<file path="config.mk">
export PLATFORM = sky130hd
export DESIGN_NAME = atr_serializer
export DESIGN_NICKNAME = d
export VERILOG_FILES = /design/src/rtl/atr_pkg.sv /design/src/rtl/atr_pin_sync.sv /design/src/rtl/atr_edge_det.sv /design/src/rtl/atr_bit_index.sv /design/src/rtl/atr_ctrl.sv /design/src/rtl/atr_serializer.sv
export SDC_FILE = /design/constraint.sdc
export NUM_CORES = 1
export LEC_CHECK = 0
export ABC_CLOCK_PERIOD_IN_PS = 1650
export BUFFER_PORTS_ARGS = -buffer_cell sky130_fd_sc_hd__buf_2
export CAP_MARGIN = 20
export CORE_UTILIZATION = 42
export DETAILED_ROUTE_END_ITERATION = 8
export PLACE_DENSITY = 0.72
export SYNTH_ARGS = -nofsm -noshare
export SYNTH_HDL_FRONTEND = slang
export SYNTH_SLANG_ARGS = --single-unit
</file>
<file path="constraint.sdc">
create_clock -name clk -period 1.65 [get_ports clk]
set_clock_uncertainty 0.15 [all_clocks]
set_input_delay 0.0825 -clock clk [delete_from_list [all_inputs] [get_ports clk]]
set_output_delay 0.0825 -clock clk [all_outputs]
set_load 0.005 [all_outputs]
</file>
<file path="src/rtl/atr_pkg.sv">
`timescale 1ns/1ps
package atr_pkg;
    typedef enum logic [1:0] {
        ST_IDLE = 2'd0,
        ST_HOLD = 2'd1,
        ST_SEND = 2'd2
    } atr_state_e;

    localparam logic [31:0] ATR_DEFAULT_WORD = 32'hA055AA2C;
endpackage

</file>
<file path="src/rtl/atr_pin_sync.sv">
`timescale 1ns/1ps
module atr_pin_sync #(
    parameter int STAGES = 2
) (
    input  logic clk,
    input  logic rst_n,
    input  logic pin,
    output logic pin_s
);
    generate
        if (STAGES <= 1) begin : g_single
            logic q;
            always_ff @(posedge clk or negedge rst_n) begin
                if (!rst_n) q <= 1'b0;
                else        q <= pin;
            end
            assign pin_s = q;
        end else begin : g_chain
            logic [STAGES-1:0] chain;
            always_ff @(posedge clk or negedge rst_n) begin
                if (!rst_n) chain <= '0;
                else        chain <= {chain[STAGES-2:0], pin};
            end
            assign pin_s = chain[STAGES-1];
        end
    endgenerate
endmodule

</file>
<file path="src/rtl/atr_edge_det.sv">
`timescale 1ns/1ps
module atr_edge_det (
    input  logic clk,
    input  logic rst_n,
    input  logic level,
    output logic rise,
    output logic fall
);
    logic level_d;

    always_ff @(posedge clk or negedge rst_n) begin
        if (!rst_n) level_d <= 1'b0;
        else        level_d <= level;
    end

    assign rise = level & ~level_d;
    assign fall = ~level & level_d;
endmodule

</file>
<file path="src/rtl/atr_bit_index.sv">
`timescale 1ns/1ps
module atr_bit_index #(
    parameter int WORD_W = 32,
    localparam int CNT_W = (WORD_W > 1) ? $clog2(WORD_W) : 1
) (
    input  logic             clk,
    input  logic             rst_n,
    input  logic             load,
    input  logic             adv,
    output logic [CNT_W-1:0] idx,
    output logic             last
);
    localparam logic [CNT_W-1:0] LAST_IDX = CNT_W'(WORD_W - 1);

    always_ff @(posedge clk or negedge rst_n) begin
        if (!rst_n)    idx <= '0;
        else if (load) idx <= '0;
        else if (adv)  idx <= idx + 1'b1;
    end

    assign last = (idx == LAST_IDX);

    AST_IDX_HOLDS: assert property (@(posedge clk) disable iff (!rst_n)
        (!load && !adv) |=> $stable(idx));
endmodule

</file>
<file path="src/rtl/atr_ctrl.sv">
`timescale 1ns/1ps
module atr_ctrl
    import atr_pkg::*;
(
    input  logic       clk,
    input  logic       rst_n,
    input  logic       card_rst_s,
    input  logic       scl_rise,
    input  logic       scl_fall,
    input  logic       last,
    output atr_state_e state,
    output logic       load,
    output logic       adv,
    output logic       priv_clear
);
    atr_state_e state_nx;
    logic       rst_hit;

    assign rst_hit = card_rst_s & scl_rise;

    always_comb begin
        state_nx = state;
        load     = 1'b0;
        adv      = 1'b0;
        unique case (state)
            ST_IDLE: begin
                if (rst_hit) state_nx = ST_HOLD;
            end
            ST_HOLD: begin
                if (!card_rst_s) begin
                    state_nx = ST_SEND;
                    load     = 1'b1;
                end
            end
            ST_SEND: begin
                if (rst_hit) begin
                    state_nx = ST_HOLD;
                end else if (scl_fall) begin
                    if (last) state_nx = ST_IDLE;
                    else      adv      = 1'b1;
                end
            end
            default: state_nx = ST_IDLE;
        endcase
    end

    always_ff @(posedge clk or negedge rst_n) begin
        if (!rst_n) state <= ST_IDLE;
        else        state <= state_nx;
    end

    always_ff @(posedge clk or negedge rst_n) begin
        if (!rst_n) priv_clear <= 1'b0;
        else        priv_clear <= rst_hit && (state != ST_HOLD);
    end

    AST_CLEAR_ONE_CYCLE: assert property (@(posedge clk) disable iff (!rst_n)
        priv_clear |=> !priv_clear);
    AST_CLEAR_IN_HOLD: assert property (@(posedge clk) disable iff (!rst_n)
        priv_clear |-> (state == ST_HOLD));
    AST_END_TO_IDLE: assert property (@(posedge clk) disable iff (!rst_n)
        (state == ST_SEND && last && scl_fall && !card_rst_s) |=> (state == ST_IDLE));
endmodule

</file>
<file path="src/rtl/atr_serializer.sv">
`timescale 1ns/1ps
module atr_serializer
    import atr_pkg::*;
#(
    parameter int WORD_W      = 32,
    parameter int SYNC_STAGES = 2
) (
    input  logic              clk,
    input  logic              rst_n,
    input  logic              card_rst,
    input  logic              scl,
    input  logic [WORD_W-1:0] atr_word,
    output logic              sda_oe,
    output logic              priv_clear,
    output logic              twi_enable
);
    localparam int CNT_W = (WORD_W > 1) ? $clog2(WORD_W) : 1;

    logic             card_rst_s, scl_s, scl_rise, scl_fall;
    logic             load, adv, last;
    logic [CNT_W-1:0] idx;
    atr_state_e       state;

    atr_pin_sync #(.STAGES(SYNC_STAGES)) u_sync_rst (
        .clk(clk), .rst_n(rst_n), .pin(card_rst), .pin_s(card_rst_s));
    atr_pin_sync #(.STAGES(SYNC_STAGES)) u_sync_scl (
        .clk(clk), .rst_n(rst_n), .pin(scl), .pin_s(scl_s));

    atr_edge_det u_scl_edge (
        .clk(clk), .rst_n(rst_n), .level(scl_s), .rise(scl_rise), .fall(scl_fall));

    atr_ctrl u_ctrl (
        .clk(clk), .rst_n(rst_n), .card_rst_s(card_rst_s),
        .scl_rise(scl_rise), .scl_fall(scl_fall), .last(last),
        .state(state), .load(load), .adv(adv), .priv_clear(priv_clear));

    atr_bit_index #(.WORD_W(WORD_W)) u_index (
        .clk(clk), .rst_n(rst_n), .load(load), .adv(adv), .idx(idx), .last(last));

    assign sda_oe     = (state == ST_SEND) && !atr_word[idx];
    assign twi_enable = (state == ST_IDLE);

    AST_NO_DRIVE_WHEN_GRANTED: assert property (@(posedge clk) disable iff (!rst_n)
        twi_enable |-> !sda_oe);
    AST_ADV_NOT_PAST_END: assert property (@(posedge clk) disable iff (!rst_n)
        adv |-> !last);
endmodule

</file>
Word level (Yosys, flattened, before mapping)
Cells that the tools add are included.

Register bits: 13. Output and inout bits: 3.

Add/subtract/negate cells: 1. Magnitude comparators: 1. Eq/ne operators: 8. Mux-type cells: 16. Bitwise gates (word level): 5. Reduce and logical (&&, ||, !) cells: 6.

Operators with widths (number): 2-to-1 mux 2 bit (5); 2-to-1 mux 5 bit (2); 2-to-1 mux 1 bit (7); less-than comparator 5 x 6 -> 1 bit (second input constant) (1); inequality test 3 x 2 -> 1 bit (second input constant) (2); one-hot mux 2 bit (3 select lines) (1); adder 5 x 1 -> 5 bit (second input constant) (1); binary-select mux 1 bit (select 5 bit) (1); equality test 5 bit (second input constant) (1); inequality test 2 x 1 -> 1 bit (second input constant) (2); AND reduction 4 bit (1); bitwise AND 1 bit (3); equality test 2 x 1 -> 1 bit (second input constant) (1); equality test 2 bit (second input constant) (1); logical AND 1 bit (2); logical NOT 2 bit (1); inequality test 2 bit (second input constant) (1); inverter 1 bit (2); nonzero test 2 bit (1); logical NOT 1 bit (1).

Logic depth before layout (Yosys ltp)
Gate-level depths: netlist (run 1).

Depth in word-level cells: 7. Gate-level depth with buffers: 6.

Hierarchy
From an unflattened synthesis (run 1), not the netlist that was laid out.

Cell total of the unflattened synthesis: 70. Area total of the unflattened synthesis: 879.6 um2.

Modules (own cells, without submodules): atr_serializer (instances 1, cells an instance 29, area each 317.8 um2, sequential area each 0.0 um2); atr_bit_index (instances 1, cells an instance 22, area each 276.5 um2, sequential area each 125.1 um2); atr_ctrl (instances 1, cells an instance 12, area each 145.1 um2, sequential area each 75.1 um2); atr_pin_sync (instances 2, cells an instance 2, area each 50.0 um2, sequential area each 50.0 um2); atr_edge_det (instances 1, cells an instance 3, area each 40.0 um2, sequential area each 25.0 um2).

Worst setup path before layout (run 1)
OpenSTA, ideal clock, no wires.

Path kind: register -> register. Start: register u_index.idx[0]. End: register u_index.idx[0]. Arrival time: 1.331 ns. Required time: 1.378 ns. Path slack: 0.047 ns. Cell stages (with the launch flop): 7. Buffers on the path: 0. Period minus slack after synthesis: 1.603 ns. Cell sequence: dfrtp_1 -> ha_1 -> and3_1 -> ha_1 -> nor2_1 -> xnor2_1 -> nor2_1.

Word-level cells in the longest chain between the ends: 6. Elaborated cells between the ends (all ways): 9. Classes of those cells: 1 x add/sub; 1 x eq/ne; 6 x mux; 1 x reduce/logical.

RTL lines: start, declared (RTL line atr_bit_index.sv:10) `output logic [CNT_W-1:0] idx,`; start signal, assigned (RTL line atr_bit_index.sv:18) `else if (adv) idx <= idx + 1'b1;`; equality test 5 bit (RTL line atr_bit_index.sv:21) `assign last = (idx == LAST_IDX);`; 2-to-1 mux 1 bit (RTL line atr_ctrl.sv:39) `if (last) state_nx = ST_IDLE;`; 2-to-1 mux 1 bit (RTL line atr_ctrl.sv:38) `end else if (scl_fall) begin`; 2-to-1 mux 1 bit (RTL line atr_ctrl.sv:36) `if (rst_hit) begin`; 2-to-1 mux 1 bit (RTL line atr_ctrl.sv:25) `unique case (state)`; nonzero test 2 bit (no source line).

Parallel ways exist; a longest one is shown, timed or not. The select of a mux whose other input is x is not followed. A chain may end at the register's enable or synchronous reset.

Final worst setup path (run 1)
Start: register u_index.idx[0]. End: output sda_oe.

Word-level cells in the longest chain between the ends: 4.

RTL lines: binary-select mux 1 bit (select 5 bit) (RTL line atr_serializer.sv:40) `assign sda_oe = (state == ST_SEND) && !atr_word[idx];`; 2-to-1 mux 1 bit (implied by the code) (RTL line atr_serializer.sv:40); logical NOT 1 bit (RTL line atr_serializer.sv:40); logical AND 1 bit (RTL line atr_serializer.sv:40); end, declared (RTL line atr_serializer.sv:13) `output logic sda_oe,`.

Every way passes these cells. The select of a mux whose other input is x is not followed.

==> flow_summary_export.csv, run 1 <==
group,metric,value,unit
status,status,"complete, but fails checks",
status,violations,"setup timing",
logic_synthesis,synth_mux_area_share,17.37,%
die,initial_utilization,45.61,%
logic_synthesis,mappedNetlistNets,126,
power,vdd_drop_max,0.7695,mV
logic_synthesis,synth_compound_area_share,10.85,%
cts,cts.sinks,13,
cells_and_area,finish.utilization,64.67,%
drt,vias,851,
power,p_sw_share,34.04,%
critical_path,worst_setup_path_start_kind,"flop",
power,p_total,1.245,mW
cts,cts_max_level,1,
cells_and_area,instances_no_fill,168,
cts,clk_path_buf_depth,2,
grt,overflow,0,
logic_synthesis,synthXorXnorAreaFrac,2.849,%
cts,tritoncts,"yes",
power,pwr_density_cell,952.2,mW/mm^2
logic_synthesis,synthTopCellsByArea,"dfrtp_1 35%, mux2i_1 17%, nand3_1 4.3%",
timing,period_minus_slack,1.966,ns
cts,cts-root-buf,"clkbuf_4",
grt,grt_max_degree,14,
logic_synthesis,synth-seq-cells,13,
placement,gp_congestion,0.7611,
cts,worstSkewPairLatency,0.28,ns
power,pwr-share-clk,16.1,%
power,intPower,0.8212,mW
timing,rsz0062_at_grt,"yes",
logic_synthesis,synth_fa_ha_area_share,2.714,%
logic_synthesis,yosys_warnings,0,
timing,clock.fmax,508.6,MHz
timing,relSlewSlack,80.44,%
timing,setup_viol,7,
timing,setup_ws,-0.3161,ns
cells_and_area,nets,180,
logic_synthesis,yosysTopAreaCellShare,35.28,%
critical_path,worstPathMaxFanout,8,
drt,drc,0,
logic_synthesis,synthDistinctLibCells,30,
timing,finalSetupTns,-1.338,ns
critical_path,cp-end-kind,"primary output",
drt,wl_per_cell,12.48,um
run,drv_cap,0,
logic_synthesis,yosys.area.top_type,"dfrtp_1",
drt,postRouteAntennaNets,0,
die,num_rows,16,
die,die_area,0.002387,mm^2
logic_synthesis,syn_inst,88,
power,pwr-share-comb,52.2,%
grt,grt_pass1_vias,903,
die,core_area,0.002022,mm^2
cells_and_area,area_growth,41.79,%
timing,hold_violations,0,
logic_synthesis,netlist_area,922.1,um^2
logic_synthesis,syn_avg_cell_area,10.48,um^2
logic_synthesis,synth_top_family_by_area,"simple AND/OR/NAND/NOR gates",
power,leakage,0.5995,nW
placement,dp_cells,158,
power,p_seq_share,31.7,%
drt,drt_first_pass_iters,4,
timing,period_share,119.2,%
cells_and_area,drive_gt1_share,48.23,%
grt,grt_pass1_wl,3.698,mm
die,die_h,48.86,um
die,ios,39,
worst_hold_path,hp-class,"primary input to async pin",
grt,grt_usage,20.00,%
drt,wl,2.097,mm
critical_path,crit_required,1.42,ns
placement,portBuffers,38,
drt,drt_iter0_drc,6,
grt,antenna_found_initial,0,
cts,numCtsBuffers,3,
drt,viasPerCell,5.065,
die,die_w,48.86,um
power,power_switching,0.4238,mW
timing,worstMarginPinSlew,0.2933,ns
critical_path,crit_type,"flop to primary output",
placement,post-dp-hpwl,1.551,mm
cts,clk_pin_slew,0.08,ns
critical_path,worstPathArrival,1.73,ns
timing,drv_slew,0,
cells_and_area,n_antenna_cell,0,
logic_synthesis,yosys.area_share.simple,24.29,%
logic_synthesis,ys_seq_area_share,35.28,%
through the flow:
| step | hold slack (ns) | setup slack, ns | instance area [um^2] |
|---|---|---|---|
| 2_1_floorplan | -0.3631 | 0.04703 | 922.1 |
| 3_3_place_gp | -0.1702 | -0.03355 | 1172 |
| 3_5_place_dp | -0.1659 | -0.1159 | 1172 |
| 4_1_cts | 0.07445 | -0.3240 | 1246 |
| 5_1_grt | 0.09103 | -0.3607 | 1308 |
| 6_report | 0.05902 | -0.3161 | 1308 |
power groups by stage:
| stage | clock, mW | combinational, mW | sequential (mW) |
|---|---|---|---|
| finish | 0.200 | 0.649 | 0.395 |
| floorplan | 0 | 0.435 | 0.386 |
| CTS | 0.207 | 0.598 | 0.394 |
| detailed placement | 0 | 0.577 | 0.401 |
| global placement | 0 | 0.567 | 0.398 |
| global route | 0.223 | 0.702 | 0.401 |
layer usage:
metal  part of all wire, %  vias up  wire length, um  GRT usage, %
li1                      -      428                -             -
met1                    44      393              924         23.15
met2                    49       27             1034         35.88
met3                   5.6        3              117         4.361
met4                   1.0        0               21         7.353
met5                     0        -                0             0
final timing paths:
path                                                  startpoint                                     to  slack, ns  cells past startpoint
hold reg to reg            u_sync_rst.g_chain.chain[0]$_DFF_PN0_  u_sync_rst.g_chain.chain[1]$_DFF_PN0_       0.20                      0
min in group clk           u_sync_rst.g_chain.chain[0]$_DFF_PN0_  u_sync_rst.g_chain.chain[1]$_DFF_PN0_       0.20                      0
hold / removal                                             rst_n            u_ctrl.state[0]$_DFFE_PN0P_       0.06                      2
setup / recovery                      u_index.idx[0]$_DFFE_PN0P_                                 sda_oe      -0.32                      6
setup reg to reg                      u_index.idx[0]$_DFFE_PN0P_             u_index.idx[2]$_DFFE_PN0P_      -0.24                      8
max in group asynchronous                                  rst_n             u_index.idx[2]$_DFFE_PN0P_       1.04                      2
logic make-up (layout without fill, tap and decap cells):
logic type               Yosys count  in the layout
multiplexers                      16             16
flip-flops                        13             13
adder cells (fa/ha/maj)            2              2
AND/OR/NAND/NOR                   32             32
buffers and inverters              6             59
AO/OA/AOI/OAI                     16             16
XOR/XNOR                           3              3
synthesized netlist by cell type:
cell type,instances
mux2i_1,16
dfrtp_1,13
nand3_1,8
a21oi_1,6
nor2_1,6
a22oi_1,4
buf_6,3
nand2_1,3
xnor2_1,3
ha_1,2
inv_1,2
nand2b_1,2
nor2b_4,2
o21ai_0,2
a211oi_1,1
a311oi_1,1
a31oi_1,1
and2b_1,1
and3_1,1
and4_1,1
buf_12,1
nand3b_1,1
nand4bb_4,1
nor2_2,1
nor2b_1,1
nor3_2,1
nor3b_1,1
nor3b_2,1
nor4bb_1,1
o21a_1,1
critical path, stage by stage, from the launching register on:
cell	delay (ns)
dfrtp_1	0.41
buf_12	0.14
mux2i_2	0.22
nand3_1	0.12
a311oi_2	0.26
and4_1	0.20
buf_2	0.11
placed cells by master (no fill, tap or decap), types with 4 or more instances in the layout:
| cell type | count |
|---|---|
| a21oi_1 | 5 |
| a22oi_1 | 4 |
| buf_2 | 38 |
| buf_4 | 10 |
| dfrtp_1 | 12 |
| mux2i_1 | 15 |
| nand3_1 | 8 |
| nor2_1 | 5 |
flip-flops by register name (all words and copies together) (netlist names):
name	cells
u_ctrl.priv_clear	1
u_ctrl.state	2
u_index.idx	5
u_scl_edge.level_d	1
u_sync_rst.g_chain.chain	2
u_sync_scl.g_chain.chain	2
cell type report:
type                            count  area, um^2
Inverter                            2       7.507
Multi-Input combinational cell     69       586.8
Clock buffer                        4       26.28
Fill cell                         188       714.4
Timing Repair Buffer               53       326.6
Tap cell                           27       33.78
Sequential cell                    13       326.6
repair_timing:
item,CTS,global route
setup endpoints to repair,6,7
buffers inserted,1,2
hold buffers,3,0
gates resized for setup,3,12
hold endpoints to repair,15,0
pin swaps,0,9
No activity file was read; power rests on OpenSTA's default activity.
==> run 2, diff against run 1 <==
REMOVE_ABC_BUFFERS = 1   (was default)
==> run 2 against run 1 <==
Against the previous run:
- the run still ends with setup timing left
- combinational power barely moved
- critical path depth did not move
- design area fell by 0.48%
- hold slack improved by 0.0011 ns
- sequential cell count did not move
- largest power group unchanged
==> flow_summary_export.csv, run 2 (same netlist as run 1, synthesis figures left out) <==
group,metric,value,unit
status,status,"complete, but fails checks",
status,violations,"setup timing",
cts,cts.sinks,13,
cells_and_area,top_register,"u_index.idx",
cts,cts-root-buf,"clkbuf_4",
drt,wl,2.196,mm
cells_and_area,fillCellCount,160,
critical_path,critical_path.max_stage_delay,0.40,ns
power,pwr_density_cell,956.1,mW/mm^2
timing,relSlewSlack,80.34,%
drt,top_layer,"met4",
critical_path,worstPathMaxFanout,5,
die,ios,39,
timing,rsz0062_at_grt,"yes",
die,die_area,0.002387,mm^2
cells_and_area,final_cell_mix,"38 x buf_2, 15 x mux2i_1, 13 x dfrtp_1",
critical_path,worstPathArrival,1.72,ns
cts,tritoncts,"yes",
timing,period_share,118.4,%
grt,grt_max_degree,14,
run,drv_cap,0,
timing,hold_violations,0,
cells_and_area,area_growth,41.11,%
drt,wl_per_cell,13.15,um
cts,numCtsBuffers,3,
critical_path,crit_required,1.42,ns
drt,viasPerCell,5.132,
grt,grt_pass1_vias,855,
drt,wl_met2,1.095,mm
grt,grt_pass1_wl,3.760,mm
drt,vias,857,
timing,worstMarginPinSlew,0.2949,ns
cts,clk_pin_slew,0.08,ns
cells_and_area,nets,179,
timing,setup_viol,7,
placement,gp_congestion,0.7828,
cells_and_area,finish.utilization,64.36,%
cts,cts_max_level,1,
timing,clock.fmax,511.7,MHz
cells_and_area,largest_reg_flops,5,
cells_and_area,n_antenna_cell,0,
placement,post-dp-hpwl,1.639,mm
drt,drt_first_pass_iters,4,
drt,drc,0,
grt,grt_usage,20.43,%
drt,drt_iter0_drc,11,
cells_and_area,drive_gt1_share,45.71,%
die,die_w,48.86,um
cts,worstSkewPairLatency,0.28,ns
drt,wl_met3,150,um
drt,postRouteAntennaNets,0,
timing,drv_slew,0,
cells_and_area,final_common_cell,"buf_2",
grt,antenna_found_initial,0,
critical_path,crit_type,"flop to primary output",
worst_hold_path,hp-class,"primary input to async pin",
timing,setup_ws,-0.3043,ns
grt,overflow,0,
cells_and_area,fin_area,0.001301,mm^2
critical_path,crit_path_top_delay_cell,"dfrtp_1",
critical_path,path_cells,"buf_12 -> mux2i_2 -> nand3_1 -> a311oi_2 -> and4_1 -> buf_2",
critical_path,cp-end-kind,"primary output",
power,leakage,0.6005,nW
placement,place_area,0.001192,mm^2
critical_path,worst_setup_path_start_kind,"flop",
die,initial_utilization,45.61,%
drt,wirelength_met1,913,um
power,vdd_drop_max,0.6957,mV
timing,period_minus_slack,1.954,ns
die,num_rows,16,
placement,portBuffers,38,
die,die_h,48.86,um
cts,clk_path_buf_depth,2,
die,core_area,0.002022,mm^2
-- run 2: cell types whose count changed in the layout (fill, tap and decap cells not counted), sizes merged --
cell	delta
buf	-1
-- run 2: worst paths after layout --
kind,slack (ns),endpoint,start,depth (start not counted)
hold / removal,0.06,u_sync_scl.g_chain.chain[0]$_DFF_PN0_,rst_n,2
setup / recovery,-0.30,sda_oe,u_index.idx[0]$_DFFE_PN0P_,6
min in group clk,0.20,u_sync_scl.g_chain.chain[1]$_DFF_PN0_,u_sync_scl.g_chain.chain[0]$_DFF_PN0_,0
hold reg to reg,0.20,u_sync_scl.g_chain.chain[1]$_DFF_PN0_,u_sync_scl.g_chain.chain[0]$_DFF_PN0_,0
setup reg to reg,-0.14,u_index.idx[2]$_DFFE_PN0P_,u_index.idx[0]$_DFFE_PN0P_,7
max in group asynchronous,1.07,u_sync_rst.g_chain.chain[0]$_DFF_PN0_,rst_n,2
-- run 2: final cells by class --
type / count / area (um^2) / share of cell area [%]
clock buffers: 4 / 26.28 / 2.019
inverters: 2 / 7.507 / 0.5769
multi-input cells: 69 / 580.6 / 44.62
flip-flops and latches: 13 / 325.3 / 25.00
well taps: 27 / 33.78 / 2.596
repair buffers: 52 / 327.8 / 25.19
-- run 2: metal layers --
layer	GRT usage, %	up-vias
met1	23.21	392
met2	36.57	33
met4	7.353	0
met5	0	-
li1	-	428
met3	5.296	4
-- run 2: report_power, final --
group	total (mW)	internal [mW]	switching, mW
Sequential	0.394	0.354	0.0395
Combinational	0.647	0.371	0.276
Clock	0.203	0.0940	0.109
Total	1.24	0.819	0.425
-- run 2: per-stage QoR --
step	setup TNS, ns	total power [mW]	hold WS, ns	setup WS, ns	instances
6_report	-0.7715	1.244	0.06013	-0.3043	167
5_1_grt	-1.207	1.316	0.07298	-0.3731	167
4_1_cts	-0.6995	1.232	0.05906	-0.3188	167
3_5_place_dp	-0.4967	1.011	-0.1659	-0.1232	159
3_3_place_gp	-0.1404	0.9956	-0.1695	-0.04801	159
2_1_floorplan	-2.290	0.7283	-0.3631	-0.3747	84
-- run 2: timing repair --
| action | in CTS | in global routing |
|---|---|---|
| hold buffers | 3 | 0 |
| buffers inserted | 1 | 0 |
| pin swaps | 5 | 2 |
| resized for setup | 7 | 4 |
| setup endpoints to repair | 7 | 7 |
| hold endpoints to repair | 15 | 0 |
-- run 2: worst max-delay path, delay by kind of cell, from the launching register on --
family                 cells  cell delay, ns
buffers and inverters      2            0.25
muxes                      1            0.22
AOI/OAI and AO/OA          1            0.26
and+or+nand+nor            2            0.32
DFF                        1            0.40
